===== src/rtl/alu32_pkg.sv =====
package alu32_pkg;

    typedef enum logic [1:0] {
        SEL_AND  = 2'b00,
        SEL_OR   = 2'b01,
        SEL_SUM  = 2'b10,
        SEL_LESS = 2'b11
    } sel_e;

    typedef struct packed {
        logic inv_a;
        logic inv_b;
        sel_e sel;
    } ctl_t;

    localparam logic [1:0] CLS_ADD  = 2'b00;
    localparam logic [1:0] CLS_SUB  = 2'b01;
    localparam logic [1:0] CLS_FUNC = 2'b10;

    localparam int FUNC_W = 6;
    localparam logic [FUNC_W-1:0] FN_ADD  = 6'h20;
    localparam logic [FUNC_W-1:0] FN_SUB  = 6'h22;
    localparam logic [FUNC_W-1:0] FN_AND  = 6'h24;
    localparam logic [FUNC_W-1:0] FN_OR   = 6'h25;
    localparam logic [FUNC_W-1:0] FN_NOR  = 6'h27;
    localparam logic [FUNC_W-1:0] FN_LESS = 6'h2A;

endpackage


===== src/rtl/alu32_decode.sv =====
module alu32_decode
    import alu32_pkg::*;
(
    input  logic [1:0]        cls,
    input  logic [FUNC_W-1:0] func,
    output ctl_t              ctl,
    output logic              bad
);

    always_comb begin
        ctl = '{inv_a: 1'b0, inv_b: 1'b0, sel: SEL_AND};
        bad = 1'b0;
        case (cls)
            CLS_ADD: ctl = '{inv_a: 1'b0, inv_b: 1'b0, sel: SEL_SUM};
            CLS_SUB: ctl = '{inv_a: 1'b0, inv_b: 1'b1, sel: SEL_SUM};
            CLS_FUNC: begin
                case (func)
                    FN_ADD:  ctl = '{inv_a: 1'b0, inv_b: 1'b0, sel: SEL_SUM};
                    FN_SUB:  ctl = '{inv_a: 1'b0, inv_b: 1'b1, sel: SEL_SUM};
                    FN_AND:  ctl = '{inv_a: 1'b0, inv_b: 1'b0, sel: SEL_AND};
                    FN_OR:   ctl = '{inv_a: 1'b0, inv_b: 1'b0, sel: SEL_OR};
                    FN_NOR:  ctl = '{inv_a: 1'b1, inv_b: 1'b1, sel: SEL_AND};
                    FN_LESS: ctl = '{inv_a: 1'b0, inv_b: 1'b1, sel: SEL_LESS};
                    default: bad = 1'b1;
                endcase
            end
            default: bad = 1'b1;
        endcase
    end

endmodule


===== src/rtl/alu32_core.sv =====
module alu32_core
    import alu32_pkg::*;
#(
    parameter int W = 32
) (
    input  ctl_t         ctl,
    input  logic [W-1:0] a,
    input  logic [W-1:0] b,
    output logic [W-1:0] res,
    output logic         ovf
);

    localparam int MSB = W - 1;

    logic [W-1:0] a_eff;
    logic [W-1:0] b_eff;
    logic [W-1:0] and_v;
    logic [W-1:0] or_v;
    logic [W-1:0] sum;
    logic         ovf_raw;
    logic         less;

    assign a_eff = ctl.inv_a ? ~a : a;
    assign b_eff = ctl.inv_b ? ~b : b;

    for (genvar i = 0; i < W; i++) begin : g_bit
        assign and_v[i] = a_eff[i] & b_eff[i];
        assign or_v[i]  = a_eff[i] | b_eff[i];
    end

    assign sum     = a_eff + b_eff + {{(W-1){1'b0}}, ctl.inv_b};
    assign ovf_raw = (a_eff[MSB] == b_eff[MSB]) && (sum[MSB] != a_eff[MSB]);
    assign less    = sum[MSB] ^ ovf_raw;

    always_comb begin
        case (ctl.sel)
            SEL_AND:  res = and_v;
            SEL_OR:   res = or_v;
            SEL_SUM:  res = sum;
            default:  res = {{(W-1){1'b0}}, less};
        endcase
        ovf = (ctl.sel == SEL_SUM) && ovf_raw;
    end

endmodule


===== src/rtl/alu32_unit.sv =====
module alu32_unit
    import alu32_pkg::*;
#(
    parameter int W = 32
) (
    input  logic              clk,
    input  logic              rst_n,
    input  logic [1:0]        op_class,
    input  logic [FUNC_W-1:0] func,
    input  logic [W-1:0]      opnd_a,
    input  logic [W-1:0]      opnd_b,
    output logic [W-1:0]      res_o,
    output logic              zero_o,
    output logic              ovf_o,
    output logic              bad_op_o,
    output logic [3:0]        ctl_o
);

    typedef struct packed {
        logic [W-1:0] res;
        logic         zero;
        logic         ovf;
        logic         bad;
        ctl_t         ctl;
    } out_t;

    ctl_t         ctl_dec;
    logic         bad_dec;
    logic [W-1:0] res_core;
    logic         ovf_core;
    out_t         st_d;
    out_t         st_q;

    alu32_decode u_decode (
        .cls  (op_class),
        .func (func),
        .ctl  (ctl_dec),
        .bad  (bad_dec)
    );

    alu32_core #(.W(W)) u_core (
        .ctl (ctl_dec),
        .a   (opnd_a),
        .b   (opnd_b),
        .res (res_core),
        .ovf (ovf_core)
    );

    always_comb begin
        st_d     = st_q;
        st_d.ctl = ctl_dec;
        st_d.bad = bad_dec;
        st_d.res = bad_dec ? '0 : res_core;
        st_d.ovf = bad_dec ? 1'b0 : ovf_core;
        st_d.zero = (st_d.res == '0);
    end

    always_ff @(posedge clk or negedge rst_n) begin
        if (!rst_n) begin
            st_q      <= '0;
            st_q.zero <= 1'b1;
        end else begin
            st_q <= st_d;
        end
    end

    assign res_o    = st_q.res;
    assign zero_o   = st_q.zero;
    assign ovf_o    = st_q.ovf;
    assign bad_op_o = st_q.bad;
    assign ctl_o    = st_q.ctl;

    assert_fixed_add_R1: assert property (@(posedge clk) disable iff (!rst_n)
        (op_class == CLS_ADD) |=> (ctl_o == 4'b0010));

    assert_fixed_sub_R1: assert property (@(posedge clk) disable iff (!rst_n)
        (op_class == CLS_SUB) |=> (ctl_o == 4'b0110));

    assert_less_upper_R5: assert property (@(posedge clk) disable iff (!rst_n)
        (ctl_o[1:0] == 2'b11) |-> (res_o[W-1:1] == '0));

    assert_zero_flag_R6: assert property (@(posedge clk) disable iff (!rst_n)
        zero_o |-> (res_o == '0));

    assert_no_overflow_R7: assert property (@(posedge clk) disable iff (!rst_n)
        ovf_o |-> (ctl_o[1:0] == 2'b10 && !ctl_o[3]));

    assert_invalid_clean_R8: assert property (@(posedge clk) disable iff (!rst_n)
        bad_op_o |-> (res_o == '0 && !ovf_o && ctl_o == 4'b0000));

    assert_reserved_class_R8: assert property (@(posedge clk) disable iff (!rst_n)
        (op_class == 2'b11) |=> bad_op_o);

endmodule


===== config.mk =====
export PLATFORM = sky130hd
export DESIGN_NAME = alu32_unit
export DESIGN_NICKNAME = d
export VERILOG_FILES = /design/src/rtl/alu32_pkg.sv /design/src/rtl/alu32_decode.sv /design/src/rtl/alu32_core.sv /design/src/rtl/alu32_unit.sv
export SDC_FILE = /design/constraint.sdc
export NUM_CORES = 1
export LEC_CHECK = 0
export BUFFER_PORTS_ARGS = -buffer_cell sky130_fd_sc_hd__buf_2
export CAP_MARGIN = 20
export CORE_ASPECT_RATIO = 1.25
export CORE_MARGIN = 3
export CORE_UTILIZATION = 40
export CTS_CLUSTER_SIZE = 8
export DETAILED_ROUTE_END_ITERATION = 12
export HOLD_SLACK_MARGIN = 0.12
export PLACE_DENSITY = 0.72
export SLEW_MARGIN = 25
export SYNTH_ARGS = -nofsm -noshare
export SYNTH_HDL_FRONTEND = slang
export SYNTH_SLANG_ARGS = --single-unit

===== constraint.sdc =====
create_clock -name clk -period 0.8 [get_ports clk]
set_input_delay 0.08 -clock clk [delete_from_list [all_inputs] [get_ports clk]]
set_output_delay 0.08 -clock clk [all_outputs]
set_load 0.05 [all_outputs]

==> results of run 1 <==
## power by group through the flow
stage / Combinational [mW] / Clock (mW) / Sequential, mW
finish: 10.4 / 2.27 / 2.47
global placement: 7.63 / 0 / 2.41
global route: 10.9 / 2.36 / 2.49
CTS: 9.21 / 2.27 / 2.47
detailed placement: 7.73 / 0 / 2.42
floorplan: 3.56 / 0 / 3.63
## final cells by class
class | count | area, um2
Timing Repair Buffer | 359 | 2929
Multi-Input combinational cell | 504 | 4737
Sequential cell | 39 | 977.2
Clock buffer | 7 | 132.6
Fill cell | 764 | 3117
Inverter | 84 | 315.3
Clock inverter | 1 | 30.03
Tap cell | 164 | 205.2
## metal layers
layer  track usage [%]  vias up  wire length, um
met3             3.635      139             1965
li1                  -     2983                -
met1             32.38     3152             8191
met5                 0        -                0
met2             51.14      512            11490
met4             16.42        0             1415
## registers in the layout, summed over array words and instances (netlist names)
register,count
ovf_o,1
bad_op_o,1
zero_o,1
res_o,32
ctl_o,4
## timing repair
| action | in CTS | in global routing |
|---|---|---|
| endpoints found under the hold margin | 39 | 0 |
| endpoints found under the setup margin | 78 | 78 |
| resized for setup | 159 | 99 |
| setup buffers | 43 | 37 |
| pin swaps | 41 | 69 |
| hold buffers | 1 | 0 |
## synth_stat cells (all sizes together), types with 4 or more instances
master	count	share of area, %
o21ai	24	2.3
a21o	17	2.5
nor2	53	3.8
nand4	4	0.48
nor4	6	0.72
a31oi	9	1.4
a211o	6	1.0
a21oi	63	6.1
o221ai	5	0.84
and3	9	1.1
ha	63	15
nor2b	5	0.60
dfrtp	38	18
xor2	41	6.9
and2	5	0.60
o21a	7	1.0
o31ai	5	0.82
xnor2	44	7.4
inv	84	6.1
nor3	15	1.5
nand2	24	1.7
clkbuf	26	1.9
o22ai	13	1.6
nand3	10	0.96
buf	12	1.3
mux2i	6	1.2
## worst max path at each step
stage	from	endpoint	slack, ns	cells after the start
final	op_class[0]	zero_o	-4.41	25
after global routing	op_class[0]	zero_o	-4.67	25
after CTS	func[4]	zero_o	-4.42	24
after detailed placement	func[4]	zero_o	-4.80	24
after global placement	func[4]	zero_o	-4.63	24
after floorplan	func[4]	zero_o	-4.49	27
## kinds of logic after synthesis
family	after synthesis	share of synthesized area, %
flops	39	18.79
compound gates	193	25.46
xor+xnor	85	14.32
buf+inv	122	9.215
mux	6	1.155
simple gates	155	15.14
fa+ha+maj	65	15.93
## critical path, stage by stage
cell      delay, ns
buf_6          0.09
or3b_4         0.39
a211o_1        0.30
a21boi_4       0.20
buf_12         0.17
xnor2_4        0.19
ha_4           0.23
o21a_1         0.19
o211ai_1       0.26
o211ai_1       0.18
a22o_4         0.30
o41ai_4        0.32
o311ai_2       0.19
a31oi_2        0.21
nor2b_1        0.07
o21ai_1        0.11
nand2b_1       0.08
fa_2           0.45
nor3_2         0.18
a211o_1        0.15
nand4b_1       0.10
a2111o_1       0.39
nor4_2         0.22
nand4_1        0.10
and4b_1        0.27
==> flow_metrics.py, run 1 <==
metrics = {
    "drt": {
        "via_count": 6786,
        "ant_nets": 0,
        "wire_per_inst_um": 19.92,
        "drt_iter0_drc": 617,
        "drtPass1Iterations": 8,
        "via_per_inst": 5.860,
        "remaining_drc_errors": 0,
        "postRouteWirelength_um": 23070,
    },
    "timing": {
        "tightest_slew_ns": 0.6341,
        "fmax_mhz": 191.8,
        "slew_viol_final": 0,
        "fin_hold_ws_ns": 0.1932,
        "final.period_utilization_pct": 651.8,
        "final.min_clock_period_ns": 5.214,
        "slew_headroom_pct": 57.64,
        "setup_tns_ns": -91.86,
        "rsz0062_at_grt": "true",
        "worst_slack_ns": -4.414,
        "setup_viol": 78,
        "hold_violations": 0,
    },
    "power": {
        "share_comb_of_total_power_pct": 68.8,
        "power.density_mw_per_mm2": 1627,
        "clkPwrFrac_pct": 14.9,
        "power_mw": 15.17,
        "peakVddDrop_mv": 1.424,
        "p_leak_nw": 4.777,
        "net-switching-power_mw": 6.570,
        "seqPwrFrac_pct": 16.3,
        "netSwitchingFraction_pct": 43.31,
        "internal-power_mw": 8.602,
    },
    "floorplanning": {
        "core_area_mm2": 0.01244,
        "start_util_pct": 41.79,
        "die_h_um": 133.5,
        "rows": 45,
        "die-area_mm2": 0.01441,
        "die_x_um": 108.0,
        "io_pins": 113,
    },
    "layout": {
        "drive_above_1_share_pct": 50.60,
        "final_cell_mix": "205 x buf_4, 80 x inv_1, 75 x buf_6",
        "final_util_pct": 74.95,
        "final_cells": 1158,
        "fin_area_mm2": 0.009326,
        "nNetsFinal": 1132,
        "antenna_cells": 0,
        "syn_to_final_growth_pct": 79.36,
        "final_common_cell": "buf_4",
    },
    "global_route": {
        "grt_overflow": 0,
        "grt_max_degree": 21,
        "grt_pass1_vias": 6692,
        "grt_pass1_wl_um": 33090,
        "antenna_found_initial": 0,
        "track_usage_pct": 28.69,
    },
    "min_path": {
        "hp-class": "in2async",
    },
    "synthesis": {
        "syn_nets": 804,
        "synth_edf_count": 0,
        "synth_seq_cells": 39,
        "synth_area_mm2": 0.005200,
        "ys_types": 74,
        "netlist_instances": 665,
        "ys.warnings.count": 0,
        "synth-async-reset-ratio_pct": 100.0,
        "syn_area_per_cell_um2": 7.820,
        "yosysSeqAreaShare_pct": 18.79,
        "synthFlopType": "dfrtp_1",
    },
    "setup_path": {
        "required_ns": 1.03,
        "startpoint_type": "primary input",
        "cp_max_fo": 8,
        "worstSetupEndpointType": "flop",
        "arrival_ns": 5.44,
        "path_class": "in2reg",
    },
    "placed_design": {
        "pre_cts_ws_ns": -4.801,
        "dp.cells": 1106,
        "dp_hpwl_um": 14260,
        "io_buffers": 112,
        "place_congestion": 0.9343,
        "dpl_cell_area_mm2": 0.007599,
    },
    "cts": {
        "cts_tree": "done",
        "cts_made_buffers": 5,
        "clk_path_buf_depth": 2,
        "cts_max_level": 2,
        "path_clk_slew_ns": 0.06,
        "cts.sinks": 39,
        "cts-root-buf": "clkbuf_16",
    },
    "flow_run": {
        "cap_violations": 0,
    },
    "run_status": {
        "status": "complete, but fails checks",
        "violations": "negative setup slack",
    },
}
No activity file was read; power rests on OpenSTA's default activity.
==> inputs of run 2 (changes only) <==
--- a/config.mk
+++ b/config.mk
@@ -14,6 +14,7 @@
 export DETAILED_ROUTE_END_ITERATION = 12
 export HOLD_SLACK_MARGIN = 0.12
 export PLACE_DENSITY = 0.72
+export SKIP_CTS_REPAIR_TIMING = 1
 export SLEW_MARGIN = 25
 export SYNTH_ARGS = -nofsm -noshare
 export SYNTH_HDL_FRONTEND = slang
==> flow_metrics.py, run 2 (synthesized netlist as in run 1, its figures left out) <==
metrics = {
    "setup_path": {
        "path_cells": "buf_6 -> or3b_4 -> a211o_1 -> a21boi_4 -> xnor2_2 -> ha_4 -> a2111o_1 -> o211ai_1 -> o211ai_1 -> a22o_2 -> o41ai_4 -> o311ai_4 -> a31oi_2 -> nor2b_1 -> o21ai_1 -> nand2b_1 -> fa_2 -> nor3_2 -> a211o_1 -> nand4b_1 -> a2111o_1 -> nor4_2 -> nand4_1 -> and4b_1",
        "startpoint": "func[4]",
        "critPathBufInv": 1,
        "worstSetupEndpointType": "flop",
        "startpoint_type": "primary input",
        "slowest_delay_ns": 0.50,
        "cp_top_family": "compound AO/OA/AOI/OAI gates",
        "path_class": "in2reg",
        "arrival_ns": 5.75,
        "slowest_stage": "o41ai_4",
        "required_ns": 1.03,
        "cp_max_fo": 5,
    },
    "timing": {
        "worst_slack_ns": -4.727,
        "hold_violations": 0,
        "fmax_mhz": 180.9,
        "rsz0062_at_grt": "true",
        "slew_headroom_pct": 53.94,
        "final.period_utilization_pct": 690.9,
        "setup_viol": 78,
        "final.min_clock_period_ns": 5.527,
        "slew_viol_final": 0,
        "tightest_slew_ns": 0.6894,
        "fin_hold_ws_ns": 0.1940,
    },
    "drt": {
        "wire_per_inst_um": 17.79,
        "via_count": 6369,
        "via_per_inst": 5.519,
        "postRouteWirelength_um": 20530,
        "drtPass1Iterations": 5,
        "drt_iter0_drc": 529,
        "ant_nets": 0,
        "remaining_drc_errors": 0,
    },
    "cts": {
        "cts_max_level": 2,
        "clk_path_buf_depth": 2,
        "path_clk_slew_ns": 0.05,
        "cts-root-buf": "clkbuf_16",
        "cts_tree": "done",
        "cts.sinks": 39,
        "cts_made_buffers": 5,
    },
    "layout": {
        "final_cells": 1154,
        "final_cell_mix": "206 x buf_4, 79 x inv_1, 71 x buf_6",
        "largest_reg_flops": 32,
        "nNetsFinal": 1128,
        "final_common_cell": "buf_4",
        "final_util_pct": 73.45,
        "antenna_cells": 0,
        "syn_to_final_growth_pct": 75.77,
        "drive_above_1_share_pct": 48.69,
        "nFillCells": 796,
    },
    "floorplanning": {
        "core_area_mm2": 0.01244,
        "die-area_mm2": 0.01441,
        "die_h_um": 133.5,
        "start_util_pct": 41.79,
        "rows": 45,
        "die_x_um": 108.0,
        "io_pins": 113,
    },
    "power": {
        "netSwitchingFraction_pct": 42.48,
        "net-switching-power_mw": 6.172,
        "power_mw": 14.53,
        "seqPwrFrac_pct": 17.0,
        "power.density_mw_per_mm2": 1589,
        "share_comb_of_total_power_pct": 67.6,
        "clkPwrFrac_pct": 15.5,
        "internal-power_mw": 8.356,
        "p_leak_nw": 4.716,
        "peakVddDrop_mv": 1.411,
    },
    "placed_design": {
        "place_congestion": 0.9343,
        "dp_hpwl_um": 14260,
        "dp.cells": 1106,
        "io_buffers": 112,
    },
    "global_route": {
        "antenna_found_initial": 0,
        "grt_pass1_wl_um": 27910,
        "grt_pass1_vias": 5836,
        "grt_overflow": 0,
        "track_usage_pct": 23.73,
        "grt_max_degree": 21,
    },
    "run_status": {
        "status": "complete, but fails checks",
        "violations": "negative setup slack",
    },
    "flow_run": {
        "cap_violations": 0,
    },
    "min_path": {
        "hp-class": "in2async",
    },
}
-- run 2: power groups by stage --
| stage | combinational [mW] | sequential (mW) | clock, mW |
|---|---|---|---|
| 2_1_floorplan | 3.56 | 3.63 | 0 |
| 3_5_place_dp | 7.73 | 2.42 | 0 |
| 4_1_cts | 7.78 | 2.39 | 2.27 |
| 5_1_grt | 10.3 | 2.49 | 2.33 |
| 3_3_place_gp | 7.63 | 2.41 | 0 |
| 6_report | 9.81 | 2.47 | 2.25 |
-- run 2: through the flow --
step / setup slack (ns) / TNS (ns) / instance area, um2
global route: -4.875 / -94.14 / 9140
detailed placement: -4.801 / -94.87 / 7599
finish: -4.727 / -90.27 / 9140
floorplan: -4.487 / -85.50 / 5542
global placement: -4.626 / -93.01 / 7599
CTS: -4.573 / -89.89 / 7761
-- run 2: area by class of cell --
| type | instances | area (um2) | area share [%] |
|---|---|---|---|
| inverters | 84 | 315.3 | 3.450 |
| well taps | 164 | 205.2 | 2.245 |
| clock buffers | 7 | 132.6 | 1.451 |
| multi-input cells | 505 | 4638 | 50.75 |
| clock inverters | 1 | 30.03 | 0.3285 |
| repair buffers | 354 | 2841 | 31.09 |
| flip-flops and latches | 39 | 977.2 | 10.69 |
-- run 2: final timing paths --
check | cells after the start | to
min in group clk | 5 | bad_op_o
max in group asynchronous | 3 | res_o[22]
worst max-delay path | 24 | zero_o
worst min-delay path | 2 | res_o[0]
-- run 2: per-layer routing --
layer | vias to the layer above | track usage (%) | share of wire, %
li1 | 2965 | - | -
met1 | 2998 | 30.45 | 39
met2 | 323 | 40.53 | 50
met3 | 83 | 2.472 | 6.4
met4 | 0 | 9.263 | 4.9
met5 | - | 0 | 0
